`config.mk`:
```
export PLATFORM = sky130hd
export DESIGN_NAME = stk_core
export DESIGN_NICKNAME = d
export VERILOG_FILES = /design/src/rtl/stk_pkg.sv /design/src/rtl/stk_fetch.sv /design/src/rtl/stk_regs.sv /design/src/rtl/stk_exec.sv /design/src/rtl/stk_core.sv
export SDC_FILE = /design/constraint.sdc
export NUM_CORES = 1
export LEC_CHECK = 0
export BUFFER_PORTS_ARGS = -buffer_cell sky130_fd_sc_hd__buf_2
export CAP_MARGIN = 20
export CELL_PAD_IN_SITES_DETAIL_PLACEMENT = 1
export CELL_PAD_IN_SITES_GLOBAL_PLACEMENT = 1
export CORE_AREA = 2 2 154 126
export CTS_CLUSTER_SIZE = 40
export DETAILED_ROUTE_END_ITERATION = 7
export DIE_AREA = 0 0 156 128
export GPL_ROUTABILITY_DRIVEN = 0
export GPL_TIMING_DRIVEN = 0
export MAX_ROUTING_LAYER = met4
export PLACE_DENSITY_LB_ADDON = 0.08
export SLEW_MARGIN = 30
export SYNTH_ARGS = -nofsm -noshare
export SYNTH_HDL_FRONTEND = slang
export SYNTH_SLANG_ARGS = --single-unit
```
`constraint.sdc`:
```
create_clock -name clk -period 4.3 [get_ports clk]
set_input_delay 0.215 -clock clk [delete_from_list [all_inputs] [get_ports clk]]
set_output_delay 0.215 -clock clk [all_outputs]
set_load 0.03 [all_outputs]
```
`src/rtl/stk_pkg.sv`:
```
package stk_pkg;

  localparam int WORD_W = 16;

  typedef enum logic [1:0] {
    ST_OPC  = 2'd0,
    ST_ARGH = 2'd1,
    ST_ARGL = 2'd2,
    ST_EXEC = 2'd3
  } stk_state_e;

  localparam logic [6:0] OP_NOP      = 7'h00;
  localparam logic [6:0] OP_PUSH_ARG = 7'h01;
  localparam logic [6:0] OP_POP      = 7'h02;
  localparam logic [6:0] OP_LD_IMM   = 7'h03;
  localparam logic [6:0] OP_LD_REG   = 7'h04;
  localparam logic [6:0] OP_PEEK     = 7'h05;
  localparam logic [6:0] OP_ST_REG   = 7'h06;
  localparam logic [6:0] OP_PUSH_TMP = 7'h08;

  function automatic logic [WORD_W-1:0] wrap_inc(input logic [WORD_W-1:0] v);
    return v + WORD_W'(1);
  endfunction

  function automatic logic [WORD_W-1:0] wrap_dec(input logic [WORD_W-1:0] v);
    return v - WORD_W'(1);
  endfunction

  function automatic logic [WORD_W-1:0] slot_addr(input logic [WORD_W-1:0] base,
                                                  input logic [WORD_W-1:0] idx);
    return base + idx;
  endfunction

endpackage

```
`src/rtl/stk_fetch.sv`:
```
module stk_fetch
  import stk_pkg::*;
(
  input  logic              clk,
  input  logic              rst,
  input  logic              run,
  input  logic [7:0]        prog_byte,
  output stk_state_e        state_o,
  output logic [6:0]        op_o,
  output logic [WORD_W-1:0] arg_o,
  output logic              adv_pc_o
);

  stk_state_e state_q;
  logic       short_fetch;
  logic       long_fetch;

  assign short_fetch = run && (state_q == ST_OPC) && prog_byte[7];
  assign long_fetch  = run && (state_q == ST_OPC) && !prog_byte[7];
  assign adv_pc_o    = run && (state_q != ST_EXEC);

  always_ff @(posedge clk) begin
    if (rst) begin
      state_q <= ST_OPC;
      op_o    <= '0;
      arg_o   <= '0;
    end else if (run) begin
      case (state_q)
        ST_OPC: begin
          op_o <= prog_byte[6:0];
          if (prog_byte[7]) begin
            arg_o   <= '0;
            state_q <= ST_EXEC;
          end else begin
            state_q <= ST_ARGH;
          end
        end
        ST_ARGH: begin
          arg_o[WORD_W-1:8] <= prog_byte;
          state_q           <= ST_ARGL;
        end
        ST_ARGL: begin
          arg_o[7:0] <= prog_byte;
          state_q    <= ST_EXEC;
        end
        default: state_q <= ST_OPC;
      endcase
    end
  end

  assign state_o = state_q;

  assert_short_op_R2: assert property (@(posedge clk) disable iff (rst)
    short_fetch |=> (state_q == ST_EXEC) && (arg_o == '0));

  assert_long_op_R2: assert property (@(posedge clk) disable iff (rst)
    long_fetch |=> (state_q == ST_ARGH));

endmodule

```
`src/rtl/stk_regs.sv`:
```
module stk_regs
  import stk_pkg::*;
#(
  parameter int NUM_GPR = 4
) (
  input  logic              clk,
  input  logic              rst,
  input  logic              adv_pc,
  input  logic              wr_en,
  input  logic [WORD_W-1:0] sel,
  input  logic [WORD_W-1:0] wr_val,
  input  logic              sp_load,
  input  logic [WORD_W-1:0] sp_nxt,
  input  logic              tmp_load,
  input  logic [WORD_W-1:0] tmp_nxt,
  output logic [WORD_W-1:0] pc,
  output logic [WORD_W-1:0] sp,
  output logic [WORD_W-1:0] tmp,
  output logic [WORD_W-1:0] rd_val,
  output logic              halted
);

  localparam int SEL_PC   = 0;
  localparam int SEL_SP   = 1;
  localparam int SEL_GPR0 = 2;

  logic [WORD_W-1:0] gpr [NUM_GPR];
  logic              wr_pc;
  logic              wr_sp;

  assign halted = (pc == '1);
  assign wr_pc  = wr_en && (sel == WORD_W'(SEL_PC));
  assign wr_sp  = wr_en && (sel == WORD_W'(SEL_SP));

  always_ff @(posedge clk) begin
    if (rst) begin
      pc <= '0;
    end else if (!halted) begin
      if (wr_pc)       pc <= wr_val;
      else if (adv_pc) pc <= wrap_inc(pc);
    end
  end

  always_ff @(posedge clk) begin
    if (rst) begin
      sp <= '0;
    end else if (!halted) begin
      if (wr_sp)        sp <= wr_val;
      else if (sp_load) sp <= sp_nxt;
    end
  end

  always_ff @(posedge clk) begin
    if (rst)                       tmp <= '0;
    else if (!halted && tmp_load)  tmp <= tmp_nxt;
  end

  for (genvar g = 0; g < NUM_GPR; g++) begin : g_gpr
    always_ff @(posedge clk) begin
      if (rst)
        gpr[g] <= '0;
      else if (!halted && wr_en && (sel == WORD_W'(SEL_GPR0 + g)))
        gpr[g] <= wr_val;
    end
  end

  always_comb begin
    rd_val = '0;
    if (sel == WORD_W'(SEL_PC)) rd_val = pc;
    if (sel == WORD_W'(SEL_SP)) rd_val = sp;
    for (int g = 0; g < NUM_GPR; g++) begin
      if (sel == WORD_W'(SEL_GPR0 + g)) rd_val = gpr[g];
    end
  end

  assert_halt_freeze_R10: assert property (@(posedge clk) disable iff (rst)
    halted |=> halted && $stable(pc) && $stable(sp) && $stable(tmp));

endmodule

```
`src/rtl/stk_exec.sv`:
```
module stk_exec
  import stk_pkg::*;
#(
  parameter logic [WORD_W-1:0] STACK_BASE = 16'h8000
) (
  input  logic              run,
  input  stk_state_e        state,
  input  logic [6:0]        op,
  input  logic [WORD_W-1:0] arg,
  input  logic [WORD_W-1:0] sp,
  input  logic [WORD_W-1:0] tmp,
  input  logic [WORD_W-1:0] reg_rd,
  input  logic [WORD_W-1:0] bus_rdata,
  output logic [WORD_W-1:0] bus_addr,
  output logic              bus_we,
  output logic [WORD_W-1:0] bus_wdata,
  output logic              sp_load,
  output logic [WORD_W-1:0] sp_nxt,
  output logic              tmp_load,
  output logic [WORD_W-1:0] tmp_nxt,
  output logic              reg_wr,
  output logic              push_ev,
  output logic              pop_ev
);

  always_comb begin
    bus_addr  = '0;
    bus_we    = 1'b0;
    bus_wdata = '0;
    sp_load   = 1'b0;
    sp_nxt    = sp;
    tmp_load  = 1'b0;
    tmp_nxt   = tmp;
    reg_wr    = 1'b0;
    push_ev   = 1'b0;
    pop_ev    = 1'b0;
    if (run && state == ST_EXEC) begin
      case (op)
        OP_PUSH_ARG, OP_PUSH_TMP: begin
          bus_addr  = slot_addr(STACK_BASE, sp);
          bus_we    = 1'b1;
          bus_wdata = (op == OP_PUSH_ARG) ? arg : tmp;
          sp_load   = 1'b1;
          sp_nxt    = wrap_inc(sp);
          push_ev   = 1'b1;
        end
        OP_POP: begin
          sp_nxt    = wrap_dec(sp);
          sp_load   = 1'b1;
          bus_addr  = slot_addr(STACK_BASE, wrap_dec(sp));
          bus_we    = 1'b1;
          bus_wdata = '0;
          pop_ev    = 1'b1;
        end
        OP_LD_IMM: begin
          tmp_load = 1'b1;
          tmp_nxt  = arg;
        end
        OP_LD_REG: begin
          tmp_load = 1'b1;
          tmp_nxt  = reg_rd;
        end
        OP_PEEK: begin
          bus_addr = slot_addr(STACK_BASE, wrap_dec(sp));
          tmp_load = 1'b1;
          tmp_nxt  = bus_rdata;
        end
        OP_ST_REG: reg_wr = 1'b1;
        default: ;
      endcase
    end
  end

endmodule

```
`src/rtl/stk_core.sv`:
```
module stk_core
  import stk_pkg::*;
#(
  parameter logic [15:0] STACK_BASE = 16'h8000,
  parameter int          NUM_GPR    = 4
) (
  input  logic        clk,
  input  logic        rst,
  output logic [15:0] prog_addr,
  input  logic [7:0]  prog_byte,
  output logic [15:0] bus_addr,
  output logic [15:0] bus_wdata,
  output logic        bus_we,
  input  logic [15:0] bus_rdata,
  output logic        halted
);

  stk_state_e        state;
  logic [6:0]        op;
  logic [WORD_W-1:0] arg;
  logic              adv_pc;
  logic              run;
  logic [WORD_W-1:0] pc, sp, tmp, reg_rd;
  logic              sp_load, tmp_load, reg_wr;
  logic [WORD_W-1:0] sp_nxt, tmp_nxt;
  logic              push_ev, pop_ev;

  assign run       = !halted;
  assign prog_addr = pc;

  stk_fetch u_fetch (
    .clk       (clk),
    .rst       (rst),
    .run       (run),
    .prog_byte (prog_byte),
    .state_o   (state),
    .op_o      (op),
    .arg_o     (arg),
    .adv_pc_o  (adv_pc)
  );

  stk_exec #(.STACK_BASE(STACK_BASE)) u_exec (
    .run       (run),
    .state     (state),
    .op        (op),
    .arg       (arg),
    .sp        (sp),
    .tmp       (tmp),
    .reg_rd    (reg_rd),
    .bus_rdata (bus_rdata),
    .bus_addr  (bus_addr),
    .bus_we    (bus_we),
    .bus_wdata (bus_wdata),
    .sp_load   (sp_load),
    .sp_nxt    (sp_nxt),
    .tmp_load  (tmp_load),
    .tmp_nxt   (tmp_nxt),
    .reg_wr    (reg_wr),
    .push_ev   (push_ev),
    .pop_ev    (pop_ev)
  );

  stk_regs #(.NUM_GPR(NUM_GPR)) u_regs (
    .clk      (clk),
    .rst      (rst),
    .adv_pc   (adv_pc),
    .wr_en    (reg_wr),
    .sel      (arg),
    .wr_val   (tmp),
    .sp_load  (sp_load),
    .sp_nxt   (sp_nxt),
    .tmp_load (tmp_load),
    .tmp_nxt  (tmp_nxt),
    .pc       (pc),
    .sp       (sp),
    .tmp      (tmp),
    .rd_val   (reg_rd),
    .halted   (halted)
  );

  // R3 and R8 share the push path
  assert_push_sp_R3: assert property (@(posedge clk) disable iff (rst)
    push_ev |=> sp == $past(sp) + 16'd1);

  assert_pop_sp_R4: assert property (@(posedge clk) disable iff (rst)
    pop_ev |=> sp == $past(sp) - 16'd1);

  assert_halt_quiet_R10: assert property (@(posedge clk) disable iff (rst)
    halted |-> !bus_we);

  assert_we_exec_R11: assert property (@(posedge clk) disable iff (rst)
    bus_we |-> (state == ST_EXEC) && $onehot0({push_ev, pop_ev}) && (push_ev || pop_ev));

endmodule

```
==> results list <==
- The number of hold buffers added after CTS was 0.
- The detail route stage leaves a number of antenna-violating nets equal to 0.
- Final critical-path share of the clock period: 86.0%
- In this run the cell area of the synthesized design comes to 8200 sq um.
* Worst setup EP type: primary output
* Cell breakdown of the critical path: clkbuf_1, inv_1, ha_1, or4b_2, clkbuf_1, nor4_1, nor3b_1, a21oi_1, nor2_1, buf_2
* Main combinational cell family by area after synthesis: simple AND/OR/NAND/NOR gates
- Worst endpoint required time: 4.09 ns
* Unrepaired setup endpoints after global routing: false
- Final critical path time including I/O delays and setup: 3.70 ns
* Yosys warning count: 0
- The die covers 20,000 sq um.
* Synth Area in Compound Gates: 19.5%
- Max Buffers Root-to-Sink: 2
* Commonest cells after routing, fill and taps aside: sky130_fd_sc_hd__a21oi_1, sky130_fd_sc_hd__buf_2, sky130_fd_sc_hd__nand2_1
- Antenna violations before repair: 0
- After clock tree synthesis, the repair step resized 0 gates.
- Setup violations remaining at the end of the flow were counted as 0.
- The run finished with clean final reports.
- The number of buffers and inverters on the critical path is 4.
- The number of setup buffers added after CTS is 0.
- Startpoint-to-endpoint class of the critical path: reg -> out
- Synthesis instantiated 74 different standard cells from the library.
- Remaining DRCs: 0
- Summed over all layers, the global routing overflow is 0.
- Share of synthesized area occupied by flip-flops and latches: 41.3%
- After clock tree synthesis, the clock-pin slew on the worst setup and hold paths is 0.07 ns.
* Commonest non-fill, non-tap cell in the layout: sky130_fd_sc_hd__a21oi_1
* # port buffers: 74
* Total Neg Setup Slack: 0 ns
- The post-route netlist has 17.9% of its cells at a drive strength greater than 1.
* Cell family with the largest share of critical-path delay: simple AND/OR/NAND/NOR gates
* Syn avg cell area: 8.84 sq um
- Synth Flop Type: sky130_fd_sc_hd__dfxtp_1
- Total wirelength of the detailed-routed design: 31,300 microns
- CTS built an H-tree with a depth of 4.
- Power spread over the standard cell area amounts to 476 nW/um^2.
- The area growth from synthesis to layout is 16.0%.
- Dividing the detail-routed wire length by the instance count gives 24.6 microns.
* Portion of netlist area occupied by mux cells: 6.99%
* Max-slew headroom at the worst pin: 37.8%
- Number of maximum-capacitance constraint violations: 0
* Vias in the first global route: 7,665
- After legalization and detailed placement, the total HPWL measured 22,600 microns.
* Largest net degree at the start of global routing: 17
- Once the floorplan was initialized, standard cells occupied 44.2% of the core.
* Layout net count: 1,056
- Total Power Consumption: 0.00453 W
- Skew-Pair Late Insertion Delay: 0.44 ns
- Initial drt markers: 805
- Slew @ Worst Pin: 0.925 ns
- Number of flops mapped to enable cells by yosys: 64
- Global-route wire length before repair: 47,600 microns
- The number of pins exceeding their max-slew limit in the final report was 0.
- Number of synthesized register bits: 137
- IR analysis of the VDD net gives a maximum drop of 326 uV.
* Type of origin of the critical path: flip-flop
- Xor/xnor share of the synthesized area: 0.855%
- Timing-limited maximum frequency: 270 MHz
- TritonCTS clock tree: done
* DIE HEIGHT: 128 microns
- Fin. Hold Viols: 0
- After floorplanning, the core was sized to cover 18,500 sq um.
- For this run, the detailed router's first-pass iteration total came to 5.
* Hold WC Path Type: in -> reg
* Post-synthesis simple-gate area fraction: 25.2%
* Die X: 156 microns
- In the synthesized netlist the async set-or-reset flop fraction comes to 0%.
- Clock skew: 0.0142 ns
- Number of nets produced by synthesis: 960
* Critical Path Max Stage Delay: 0.61 ns
- Counting every sink on the clock net gives 137.
- Via Count: 7,871
- Clock tree synthesis selected as its root buffer the cell sky130_fd_sc_hd__clkbuf_16.
- Overall global routing resource usage: 33.2%
* Dominant cell type by count on the critical path: sky130_fd_sc_hd__clkbuf_1
- The floorplan has 45 rows.
- Slack of the worst reg-to-reg path: 1.13 ns
- Synthesis produced 927 cells.
* Post-synthesis share of cell area spent on full adders, half adders and majority gates: 1.07%
- Arrival time of data at the critical path endpoint: 3.48 ns
* Routed via count divided by cell count: 6.19
* I/O pins: 76
* Crit path max fanout: 10
- Number of clock buffers inserted by TritonCTS: 17
- The analysis attributes to cell leakage a power of 3.62 nW.
- Master of the slowest instance on the critical path: sky130_fd_sc_hd__or4b_2
-- cells by family after synthesis --
group           count (synthesis)
mux                            38
fa+ha+maj                       7
xor+xnor                        8
simple gates                  384
flops                         137
compound gates                252
buf+inv                       101
-- layer usage --
layer	GRT usage (%)	vias to the layer above	share of wire [%]
met3	4.90	35	6.4
met2	49.5	281	45
met4	8.36	0	1.8
met1	47.7	3929	47
li1	-	3626	-
met5	-	-	0
-- cells in the mapped netlist, types with 7 or more instances --
cell type	n	area (sq um)
sky130_fd_sc_hd__ha_1	7	87.6
sky130_fd_sc_hd__and3_1	23	144
sky130_fd_sc_hd__mux2i_1	22	220
sky130_fd_sc_hd__nor3_1	25	125
sky130_fd_sc_hd__o22ai_1	7	43.8
sky130_fd_sc_hd__a21oi_1	103	515
sky130_fd_sc_hd__o221a_2	16	180
sky130_fd_sc_hd__nand2_1	81	304
sky130_fd_sc_hd__o32ai_1	8	70.1
sky130_fd_sc_hd__dfxtp_1	73	1460
sky130_fd_sc_hd__edfxtp_1	64	1920
sky130_fd_sc_hd__nor4_1	12	75.1
sky130_fd_sc_hd__nor2_1	69	259
sky130_fd_sc_hd__buf_2	14	70.1
sky130_fd_sc_hd__mux4_2	14	315
sky130_fd_sc_hd__clkbuf_1	53	199
sky130_fd_sc_hd__nand3_1	46	230
sky130_fd_sc_hd__and2_1	67	419
sky130_fd_sc_hd__nand4_1	14	87.6
sky130_fd_sc_hd__inv_1	24	90.1
sky130_fd_sc_hd__o21ai_0	60	300
-- worst paths after layout --
check                                       start                              to  cells after the start
setup / recovery        u_regs.sp[0]$_SDFFE_PP0P_                    bus_addr[10]                     10
hold / removal                       prog_byte[6]   u_fetch.arg_o[6]$_SDFFE_PP0P_                      3
setup reg to reg  u_fetch.state_o[1]$_SDFFE_PP0N_  u_regs.gpr[3][9]$_SDFFCE_PN0P_                      8
hold reg to reg     u_fetch.arg_o[3]$_SDFFE_PP0P_   u_fetch.arg_o[3]$_SDFFE_PP0P_                      2
-- report_power, final --
group	internal (W)	switching [W]
combinational	0.000445	0.000973
sequential	0.00146	0.000142
clock	0.000831	0.000680
-- sequential cells by signal, summed over array words and instances (netlist names) --
signal	flops
u_regs.pc	16
u_fetch.op_o	7
u_fetch.state_o	2
u_regs.sp	16
u_regs.gpr	64
u_fetch.arg_o	16
u_regs.tmp	16
-- area by class of cell --
| cell class | instances | area, sq um |
|---|---|---|
| antenna | 1 | 2.50 |
| tap | 235 | 294 |
| multi-input combinational | 689 | 4400 |
| buffer | 77 | 333 |
| clock buffer | 17 | 425 |
| fill | 2194 | 9020 |
| inverter | 24 | 90.1 |
| clock inverter | 15 | 175 |
| sequential | 137 | 3380 |
| timing repair buffer | 77 | 404 |
-- worst min-delay path, cell delays in order --
cell,delay [ns]
sky130_fd_sc_hd__buf_2,0.11
sky130_fd_sc_hd__nand3_1,0.06
sky130_fd_sc_hd__a21oi_1,0.06
-- through the flow --
step | hold slack [ns] | instances | instance area (sq um) | utilization [%] | worst slack [ns]
3_3_place_gp | 0.489 | 1236 | 8860 | 47.8 | 0.376
3_5_place_dp | 0.500 | 1239 | 8900 | 48.1 | 1.12
6_report | 0.0565 | 1272 | 9510 | 51.3 | 0.600
4_1_cts | 0.0465 | 1271 | 9510 | 51.3 | 0.630
5_1_grt | 0.0720 | 1271 | 9510 | 51.3 | 0.445
2_1_floorplan | 0.363 | 927 | 8200 | - | 1.31
Note: power is estimated with default switching activity, not from simulation.
